## config.mk

```make
export PLATFORM = sky130hd
export DESIGN_NAME = tune_sheet_ctrl
export DESIGN_NICKNAME = d
export VERILOG_FILES = /design/src/rtl/tsc_pkg.sv /design/src/rtl/tsc_play_hs.sv /design/src/rtl/tsc_regs.sv /design/src/rtl/tsc_note_mem.sv /design/src/rtl/tune_sheet_ctrl.sv
export SDC_FILE = /design/constraint.sdc
export NUM_CORES = 1
export LEC_CHECK = 0
export ABC_AREA = 1
export ABC_CLOCK_PERIOD_IN_PS = 3900
export BUFFER_PORTS_ARGS = -buffer_cell sky130_fd_sc_hd__buf_2
export CAP_MARGIN = 20
export CORE_MARGIN = 3
export CORE_UTILIZATION = 63
export CTS_BUF_LIST = sky130_fd_sc_hd__clkbuf_8
export DETAILED_ROUTE_END_ITERATION = 10
export PLACE_DENSITY = 0.83
export SLEW_MARGIN = 10
export SYNTH_ARGS = -nofsm -noshare
export SYNTH_HDL_FRONTEND = slang
export SYNTH_SLANG_ARGS = --single-unit
```

## constraint.sdc

```tcl
create_clock -name clk -period 3.9 [get_ports clk]
set_clock_uncertainty 0.1 [all_clocks]
set_input_delay 0 -clock clk [delete_from_list [all_inputs] [get_ports clk]]
set_output_delay 0 -clock clk [all_outputs]
set_load 0.1 [all_outputs]
```

## src/rtl/tsc_pkg.sv

```systemverilog
// Shared opcodes, display codes and handshake states for the tune sheet controller.
package tsc_pkg;

    localparam logic [3:0] OP_UPF  = 4'd1;
    localparam logic [3:0] OP_UPD  = 4'd2;
    localparam logic [3:0] OP_NEXT = 4'd3;
    localparam logic [3:0] OP_DNF  = 4'd4;
    localparam logic [3:0] OP_DND  = 4'd5;
    localparam logic [3:0] OP_PREV = 4'd6;
    localparam logic [3:0] OP_LOAD = 4'd7;
    localparam logic [3:0] OP_PLAY = 4'd8;
    localparam logic [3:0] OP_TEST = 4'd9;

    localparam logic [3:0] DSP_BLANK = 4'h0;

    typedef enum logic [1:0] {
        HS_IDLE      = 2'd0,
        HS_WAIT_DONE = 2'd1,
        HS_WAIT_CLR  = 2'd2
    } hs_state_e;

    // Returns 1 when the opcode is one of the nine defined commands.
    function automatic logic op_known(input logic [3:0] op);
        return (op >= OP_UPF) && (op <= OP_TEST);
    endfunction

    // Maps a defined opcode to its display code.
    function automatic logic [3:0] op_to_disp(input logic [3:0] op);
        case (op)
            OP_UPF:  return 4'hF;
            OP_UPD:  return 4'hD;
            OP_DNF:  return 4'hA;
            OP_DND:  return 4'hB;
            OP_NEXT: return 4'h1;
            OP_PREV: return 4'h2;
            OP_LOAD: return 4'h3;
            OP_PLAY: return 4'h4;
            OP_TEST: return 4'h7;
            default: return DSP_BLANK;
        endcase
    endfunction

endpackage

```

## src/rtl/tsc_play_hs.sv

```systemverilog
// Four-phase playback handshake toward the player.
// Assumes: start is high only when idle is high and tick_en is high.
module tsc_play_hs
    import tsc_pkg::*;
(
    input  logic clk,
    input  logic rst_n,
    input  logic tick_en,
    input  logic start,
    input  logic play_over,
    output logic go_play,
    output logic idle
);

    hs_state_e state_q, state_d;

    // Next-state selection for the handshake phases.
    always_comb begin
        state_d = state_q;
        if (tick_en) begin
            case (state_q)
                HS_IDLE:      if (start)      state_d = HS_WAIT_DONE;
                HS_WAIT_DONE: if (play_over)  state_d = HS_WAIT_CLR;
                HS_WAIT_CLR:  if (!play_over) state_d = HS_IDLE;
                default:                      state_d = HS_IDLE;
            endcase
        end
    end

    // State register with synchronous reset.
    always_ff @(posedge clk) begin
        if (!rst_n) state_q <= HS_IDLE;
        else        state_q <= state_d;
    end

    assign go_play = (state_q == HS_WAIT_DONE);
    assign idle    = (state_q == HS_IDLE);

    AST_GO_HOLD: assert property (@(posedge clk) disable iff (!rst_n)
        (go_play && !(tick_en && play_over)) |=> go_play);
    AST_GO_DROP: assert property (@(posedge clk) disable iff (!rst_n)
        (go_play && tick_en && play_over) |=> (!go_play && !idle));
    AST_GO_START: assert property (@(posedge clk) disable iff (!rst_n)
        start |=> go_play);

endmodule

```

## src/rtl/tsc_regs.sv

```systemverilog
// Divisor, duration and entry pointer registers edited by accepted commands.
// Assumes: cmd_en is already gated by tick_en and the idle state.
module tsc_regs
    import tsc_pkg::*;
#(
    parameter int DIV_W   = 18,
    parameter int DUR_W   = 8,
    parameter int PTR_W   = 18,
    parameter logic [DIV_W-1:0] DIV_RST = 1 << (DIV_W - 1)
) (
    input  logic             clk,
    input  logic             rst_n,
    input  logic             cmd_en,
    input  logic [3:0]       op,
    output logic [DIV_W-1:0] div_q,
    output logic [DUR_W-1:0] dur_q,
    output logic [PTR_W-1:0] ptr_q
);

    localparam logic [DIV_W-1:0] DIV_ONE = 1;
    localparam logic [DUR_W-1:0] DUR_ONE = 1;
    localparam logic [PTR_W-1:0] PTR_ONE = 1;

    // Divisor: up-frequency lowers it, down-frequency raises it.
    always_ff @(posedge clk) begin
        if (!rst_n)                     div_q <= DIV_RST;
        else if (cmd_en && op == OP_UPF) div_q <= div_q - DIV_ONE;
        else if (cmd_en && op == OP_DNF) div_q <= div_q + DIV_ONE;
    end

    // Duration: plain up/down counter.
    always_ff @(posedge clk) begin
        if (!rst_n)                     dur_q <= '0;
        else if (cmd_en && op == OP_UPD) dur_q <= dur_q + DUR_ONE;
        else if (cmd_en && op == OP_DND) dur_q <= dur_q - DUR_ONE;
    end

    // Entry pointer: wraps freely in both directions.
    always_ff @(posedge clk) begin
        if (!rst_n)                       ptr_q <= '0;
        else if (cmd_en && op == OP_NEXT) ptr_q <= ptr_q + PTR_ONE;
        else if (cmd_en && op == OP_PREV) ptr_q <= ptr_q - PTR_ONE;
    end

    AST_UPF_STEP: assert property (@(posedge clk) disable iff (!rst_n)
        (cmd_en && op == OP_UPF) |=> div_q == $past(div_q) - DIV_ONE);
    AST_DUR_STEP: assert property (@(posedge clk) disable iff (!rst_n)
        (cmd_en && op == OP_UPD) |=> dur_q == $past(dur_q) + DUR_ONE);
    AST_PREV_STEP: assert property (@(posedge clk) disable iff (!rst_n)
        (cmd_en && op == OP_PREV) |=> ptr_q == $past(ptr_q) - PTR_ONE);
    AST_IDLE_HOLD: assert property (@(posedge clk) disable iff (!rst_n)
        !cmd_en |=> ($stable(div_q) && $stable(dur_q) && $stable(ptr_q)));

endmodule

```

## src/rtl/tsc_note_mem.sv

```systemverilog
// Note table: one write port from load commands, one combinational read port.
// Assumes: NOTES is a power of two so the address is the pointer's low bits.
module tsc_note_mem #(
    parameter int NOTES = 8,
    parameter int DIV_W = 18,
    localparam int AW   = $clog2(NOTES)
) (
    input  logic             clk,
    input  logic             rst_n,
    input  logic             we,
    input  logic [AW-1:0]    waddr,
    input  logic [DIV_W-1:0] wdata,
    input  logic [AW-1:0]    raddr,
    output logic [DIV_W-1:0] rdata
);

    logic [DIV_W-1:0] slot_q [NOTES];

    // One register per slot, cleared on reset, written on its address.
    for (genvar g = 0; g < NOTES; g++) begin : g_slot
        always_ff @(posedge clk) begin
            if (!rst_n)                            slot_q[g] <= '0;
            else if (we && waddr == AW'(g))        slot_q[g] <= wdata;
        end
    end

    assign rdata = slot_q[raddr];

    AST_LOAD_LANDS: assert property (@(posedge clk) disable iff (!rst_n)
        we |=> slot_q[$past(waddr)] == $past(wdata));

endmodule

```

## src/rtl/tune_sheet_ctrl.sv

```systemverilog
// Top of the tune sheet controller: accepts commands, edits registers,
// fills the note table and starts playback by handshake.
// Assumes: at most one command per cycle, carried by cmd_vld/cmd_op.
module tune_sheet_ctrl
    import tsc_pkg::*;
#(
    parameter int DIV_W = 18,
    parameter int DUR_W = 8,
    parameter int PTR_W = 18,
    parameter int NOTES = 8,
    parameter logic [DIV_W-1:0] DIV_RST = 1 << (DIV_W - 1),
    localparam int AW = $clog2(NOTES)
) (
    input  logic             clk,
    input  logic             rst_n,
    input  logic             tick_en,
    input  logic             cmd_vld,
    input  logic [3:0]       cmd_op,
    input  logic             play_over,
    input  logic [AW-1:0]    rd_addr,
    output logic             go_play,
    output logic [3:0]       disp_code,
    output logic [DIV_W-1:0] rd_data,
    output logic [DIV_W-1:0] div_val,
    output logic [DUR_W-1:0] dur_val,
    output logic [PTR_W-1:0] ptr_val
);

    logic idle;
    logic cmd_en;
    logic known;

    assign cmd_en = tick_en && cmd_vld && idle;
    assign known  = op_known(cmd_op);

    tsc_play_hs i_hs (
        .clk       (clk),
        .rst_n     (rst_n),
        .tick_en   (tick_en),
        .start     (cmd_en && cmd_op == OP_PLAY),
        .play_over (play_over),
        .go_play   (go_play),
        .idle      (idle)
    );

    tsc_regs #(
        .DIV_W   (DIV_W),
        .DUR_W   (DUR_W),
        .PTR_W   (PTR_W),
        .DIV_RST (DIV_RST)
    ) i_regs (
        .clk    (clk),
        .rst_n  (rst_n),
        .cmd_en (cmd_en),
        .op     (cmd_op),
        .div_q  (div_val),
        .dur_q  (dur_val),
        .ptr_q  (ptr_val)
    );

    tsc_note_mem #(
        .NOTES (NOTES),
        .DIV_W (DIV_W)
    ) i_mem (
        .clk   (clk),
        .rst_n (rst_n),
        .we    (cmd_en && cmd_op == OP_LOAD),
        .waddr (ptr_val[AW-1:0]),
        .wdata (div_val),
        .raddr (rd_addr),
        .rdata (rd_data)
    );

    // Display code follows the last accepted defined command.
    always_ff @(posedge clk) begin
        if (!rst_n)               disp_code <= DSP_BLANK;
        else if (cmd_en && known) disp_code <= op_to_disp(cmd_op);
    end

    AST_TEST_DISP: assert property (@(posedge clk) disable iff (!rst_n)
        (cmd_en && cmd_op == OP_TEST) |=> (disp_code == 4'h7 && $stable(div_val)));
    AST_BUSY_DISP: assert property (@(posedge clk) disable iff (!rst_n)
        (!idle) |=> $stable(disp_code));
    AST_GATED_OFF: assert property (@(posedge clk) disable iff (!rst_n)
        (!tick_en) |=> ($stable(disp_code) && $stable(go_play)));

endmodule

```

Yosys cells after proc, flatten, opt, wreduce, memory -nomap -nowiden
Memory sizes are Yosys's and may differ from the RTL's. A register that Yosys moved wholly into a read port is not among the register bits.
Index checks and enable logic that the tools add are counted.
{"block": "classes", "addsub": 6, "multipliers": 0, "n_div": 0, "order_cmp": 2, "n_eq_ne": 20, "n_shift": 0, "n_mux": 43, "bitwise": 8, "reduce_logical": 27}
{"op": "$mux 18", "count": 12}
{"op": "$add 18x1->18 const B", "count": 2}
{"op": "$sub 18x1->18 const B", "count": 2}
{"op": "$mux 1", "count": 25}
{"op": "$logic_and 1x1->1", "count": 20}
{"op": "$eq 4x3->1 const B", "count": 4}
{"op": "$mux 8", "count": 2}
{"op": "$eq 3x3->1 const B", "count": 4}
{"op": "$add 8x1->8 const B", "count": 1}
{"op": "$eq 4x2->1 const B", "count": 2}
{"op": "$or 1x1->1", "count": 8}
{"op": "$sub 8x1->8 const B", "count": 1}
{"op": "$eq 3x2->1 const B", "count": 2}
{"op": "$mux 2", "count": 3}
{"op": "$pmux 2 s3", "count": 1}
{"op": "$reduce_bool 2->1", "count": 3}
{"op": "$eq 4x1->1 const B", "count": 1}
{"op": "$eq 4x4->1 const B", "count": 1}
{"op": "$ge 4x1->1 const B", "count": 1}
{"op": "$le 4x4->1 const B", "count": 1}
{"op": "$ne 2x2->1 const B", "count": 2}
{"op": "$reduce_and 4->1", "count": 1}
{"op": "$eq 3x1->1 const B", "count": 1}
{"op": "$logic_not 3->1", "count": 1}
{"op": "other kinds (5)", "count": 5}
{"block": "totals", "reg_bits": 46, "latch_bits": 0, "ramBits": 144, "romBits": 64, "input_bits": 12, "out_inout_bits": 67, "word_cells": 112, "n_memories": 2}
{"memory": "i_mem.slot_q", "words": 8, "width": 18, "rd": 1, "rd_ports_with_merged_regs": 0, "write_ports": 8, "line_no": "tsc_note_mem.sv:17", "source": "logic [DIV_W-1:0] slot_q [NOTES];"}
{"memory": "(no name shown)", "words": 16, "width": 4, "rd": 1, "rd_ports_with_merged_regs": 1, "write_ports": 0, "line_no": "tsc_pkg.sv:29", "source": "case (op)"}

Logic depth before layout (Yosys ltp)
{"block": "depth", "ltp_word": 8, "mapped_depth": 20}

By module
Synthesis repeated with hierarchy kept, for this count alone.
{"block": "hier_totals", "hier_cells": 1510, "area_unflattened_um2": 11502.3}
{"mod": "tsc_note_mem", "n_inst": 1, "cells_each": 828, "area_per_inst_um2": 7160.6}
{"mod": "tsc_regs", "n_inst": 1, "cells_each": 607, "area_per_inst_um2": 3877.5}
{"mod": "tune_sheet_ctrl", "n_inst": 1, "cells_each": 51, "area_per_inst_um2": 330.3}
{"mod": "tsc_play_hs", "n_inst": 1, "cells_each": 24, "area_per_inst_um2": 133.9}

Worst setup path before layout
OpenSTA, ideal clock, no wires.
{"block": "synth_path", "path_type": "register to register", "start": "register i_regs.ptr_q[0]", "end": "memory i_mem.slot_q[1][0], enable pin", "arrival_time_ns": 2.855, "required_time_ns": 3.382, "slack_ns": 0.527, "path_stages_with_launch": 5, "n_path_buf": 0, "synth_period_minus_slack_ns": 3.373, "path_cell_list": "dfxtp_1 inv_1 nor2_1 inv_1 o21ai_0"}
{"item": "start: declaration", "line_no": "tsc_regs.sv:17", "source": "output logic [PTR_W-1:0] ptr_q"}
{"item": "start signal: assignment", "line_no": "tsc_regs.sv:41", "source": "else if (cmd_en && op == OP_NEXT) ptr_q <= ptr_q + PTR_ONE;"}
{"item": "start signal: assignment", "line_no": "tsc_regs.sv:42", "source": "else if (cmd_en && op == OP_PREV) ptr_q <= ptr_q - PTR_ONE;"}
{"item": "end: declaration", "line_no": "tsc_note_mem.sv:17"}

Worst setup path in the final report
{"block": "layout_path", "start": "register i_hs.state_q[0]", "end": "register i_regs.ptr_q[11]"}
{"block": "layout_via", "elab_chain_len": 4}
{"item": "start: declaration", "line_no": "tsc_play_hs.sv:15", "source": "hs_state_e state_q, state_d;"}
{"item": "start signal: assignment", "line_no": "tsc_play_hs.sv:33", "source": "else state_q <= state_d;"}
{"item": "$logic_not 2->1 (*)", "line_no": "tsc_play_hs.sv:37", "source": "assign idle = (state_q == HS_IDLE);"}
{"item": "$logic_and 1x1->1 (*)", "line_no": "tune_sheet_ctrl.sv:33", "source": "assign cmd_en = tick_en && cmd_vld && idle;"}
{"item": "$logic_and 1x1->1 (on tied branches)", "line_no": "tsc_regs.sv:41, tsc_regs.sv:42"}
{"item": "$mux 18 or $reduce_bool 2->1 (tied branches)"}
Every way passes the cells marked *; elsewhere a longest branch is shown, timed or not.
A chain may end at the register's enable or synchronous reset.

==> impl_metrics.tcl <==
set metrics [dict create \
    ant_nets 0 \
    crit_chain "inv_2, nand2_2, nor2_4, inv_2, nor3_1, inv_1, ha_1, nand3_1, nand3_1, a21oi_1, o21bai_1, a21oi_1, or2_2, nand3_1, o211ai_1, inv_1" \
    critPathSlowestCell "ha_1" \
    fillCellCount 1197 \
    start_util_pct 65.3 \
    drt_pass1_iterations 5 \
    ctsLongestPathBuffers 2 \
    synth_area_leaders "edfxtp_1 (41%), nor2_1 (11%), dfxtp_1 (9.5%)" \
    status "complete, no violations" \
    grt-ovfl-total 0 \
    maxSlewViolCount 0 \
    numCtsBuffers 17 \
    drt-total-wl_um 26000 \
    cts_tree "built" \
    grt_pass1_wl_um 41500 \
    synth_fp_nets 1276 \
    pwr-share-seq_pct 53.0 \
    p_clk_share_pct 30.3 \
    synth_common_cells "nor2_1 (316), edfxtp_1 (144), o21ai_0 (131)" \
    fin_tns_setup_ns 0 \
    fin_crit_ns 3.22 \
    ys_warn_count 0 \
    clk_latency_ns 0.48 \
    switching_power_mw 1.33 \
    die-height_um 135 \
    ios 79 \
    critPathLaunchType "flip-flop" \
    htreeDepth 4 \
    max_slew_margin_pct 25.0 \
    synth.top_cell.area_share_pct 41.3 \
    dieArea_um2 18200 \
    core_um2 16100 \
    die_w_um 135 \
    place_area_um2 11000 \
    ys_types 48 \
    grt_use_total_pct 28.7 \
    design_area_um2 11500 \
    grt_pass1_vias 8308 \
    n_antenna_cell 0 \
    wire_per_inst_um 17.1 \
    final_util_pct 71.7 \
    power.internal_mw 3.01 \
    synthesis.area_um2 10500 \
    rows 46 \
    hold_slack_ns 0.0719 \
    ff_latch_area_um2 5330 \
    layout-drive-gt1-share_pct 14.5 \
    final-setup-viol-count 0 \
    synth_edf_count 144 \
    gp_congestion 0.947 \
    nNetsFinal 1340 \
    via_per_inst 5.92 \
    vias 9029 \
    grt_max_degree 73 \
    port_buffers 78 \
    critical_path_arrival_ns 3.55 \
    rsz0062_at_grt "false" \
    critPathKind "reg -> reg" \
    synthCells 1233 \
    max-vdd-ir-drop_mv 0.187 \
    drcViolationCount 0 \
    synthToLayoutAreaGrowth_pct 9.87 \
    antenna_found_initial 0 \
    power_frac_comb_pct 16.6 \
    syn_avg_cell_area_um2 8.50 \
    switching_share_pct 30.7 \
    clk_pin_slew_ns 0.10 \
    cap_violations 0 \
    crit_required_ns 4.23 \
    critPathMaxFanout 19 \
    dp_hpwl_um 16200 \
    worstSetupEndpointType "flip-flop" \
    crit_path_max_incr_delay_ns 0.52 \
    finalHoldViolCount 0 \
    synth_area_leader_cell "edfxtp_1" \
    p_per_area_nw_per_um2 377 \
    yosysMostFrequentCell "nor2_1" \
    p_leak_nw 4.80 \
    cts.root.buffer_cell "clkbuf_8" \
    drt_iter0_markers 985 \
    synthFlopType "edfxtp_1" \
    period_share_pct 82.6 \
    multi_input_area_um2 4490 \
    synth-async-reset-ratio_pct 0 \
    cts_sinks 194 \
    cpMostUsedCell "nand3_1" \
    ys_ff_latch 194 \
    seq_area_frac_synth_pct 50.8 \
    tightest_slew_ns 1.13 \
    fmax_ghz 0.310 \
    hp-class "in -> reg" \
]
==> path summary, 6_finish.rpt <==
check,depth (start not counted),to,slack [ns],start
min,6,disp_code[1]$_SDFFE_PN0P_,0.07,cmd_vld
max reg2reg,16,i_regs.ptr_q[11]$_SDFFE_PN0P_,0.68,i_hs.state_q[0]$_SDFFE_PN0P_
min reg2reg,1,i_regs.dur_q[7]$_SDFFE_PN0P_,0.36,i_regs.dur_q[7]$_SDFFE_PN0P_
max,16,i_regs.ptr_q[11]$_SDFFE_PN0P_,0.68,i_hs.state_q[0]$_SDFFE_PN0P_
==> worst max-delay path, delay by kind of cell (launching register included) <==
kind / cells / cell delay, ns
AOI/OAI and AO/OA: 4 / 0.73
adders and majority gates: 1 / 0.52
buffers and inverters: 4 / 0.58
DFF: 1 / 0.32
and+or+nand+nor: 7 / 0.94
==> state kept, by name (all words and copies together) (netlist names) <==
signal        count
i_mem.slot_q    144
i_regs.div_q     18
i_regs.ptr_q     18
i_regs.dur_q      8
disp_code         4
i_hs.state_q      2
==> per-stage QoR <==
| step | setup WS, ns | std cells | total power, mW |
|---|---|---|---|
| floorplan | 0.527 | 1233 | 2.91 |
| global route | 0.464 | 1525 | 4.46 |
| finish | 0.678 | 1525 | 4.34 |
| CTS | 0.741 | 1523 | 4.33 |
| detailed placement | 0.759 | 1481 | 3.05 |
| global placement | 0.867 | 1481 | 3.04 |
==> logic make-up (layout without fill, tap and decap cells) <==
family / after synthesis / after routing / share of synthesized area (%)
and+or+nand+nor: 552 / 552 / 22.8
AOI/OAI and AO/OA: 270 / 270 / 14.7
DFF: 194 / 194 / 50.8
buffers and inverters: 170 / 246 / 6.55
adders and majority gates: 31 / 31 / 3.84
xor gates and xnor gates: 16 / 16 / 1.34
==> power groups by stage <==
stage / sequential [mW] / combinational [mW] / clock, mW
finish: 2.30 / 0.723 / 1.32
global route: 2.31 / 0.774 / 1.38
CTS: 2.30 / 0.714 / 1.32
detailed placement: 2.35 / 0.704 / 0
global placement: 2.35 / 0.694 / 0
floorplan: 2.45 / 0.455 / 0
==> layout make-up <==
class	count	share of cell area (%)
sequential	194	46.2
multi-input combinational	869	39.0
timing repair buffer	104	5.45
inverter	111	3.62
tap	216	2.35
clock buffer	17	2.03
clock inverter	14	1.34
==> placed cells by master, fill, tap and decap left out, drive strengths merged, types with 2 or more instances in the layout <==
cell type	synthesis	layout
dlygate4sd3	0	12
bufinv	0	2
a31oi	27	27
o21bai	10	10
ha	29	29
o211ai	8	8
nand2	148	148
xnor2	9	9
nand4	6	6
nor3	4	4
nor2	325	325
clkinv	10	13
nand3	64	64
o22ai	18	18
edfxtp	144	144
clkbuf	40	17
a21o	3	3
o41ai	5	5
inv	101	108
o21ai	133	133
or2	3	3
buf	19	92
xor2	7	7
clkinvlp	0	2
o31ai	2	2
dfxtp	50	50
a211oi	2	2
a21oi	52	52
a41oi	5	5
fa	2	2
==> layer usage <==
layer / vias to the layer above / part of all wire, % / GRT usage [%]
li1: 4308 / - / -
met5: - / 0 / 0
met1: 4208 / 40 / 39.1
met2: 467 / 49 / 47.7
met3: 46 / 9.0 / 4.36
met4: 0 / 1.8 / 9.63
==> timing repair <==
| item | CTS | global route |
|---|---|---|
| hold endpoints to repair | 6 | 17 |
| gates resized for setup | 0 | 0 |
| hold buffers | 11 | 1 |
| setup buffers | 0 | 0 |
Note: power is estimated with default switching activity, not from simulation.
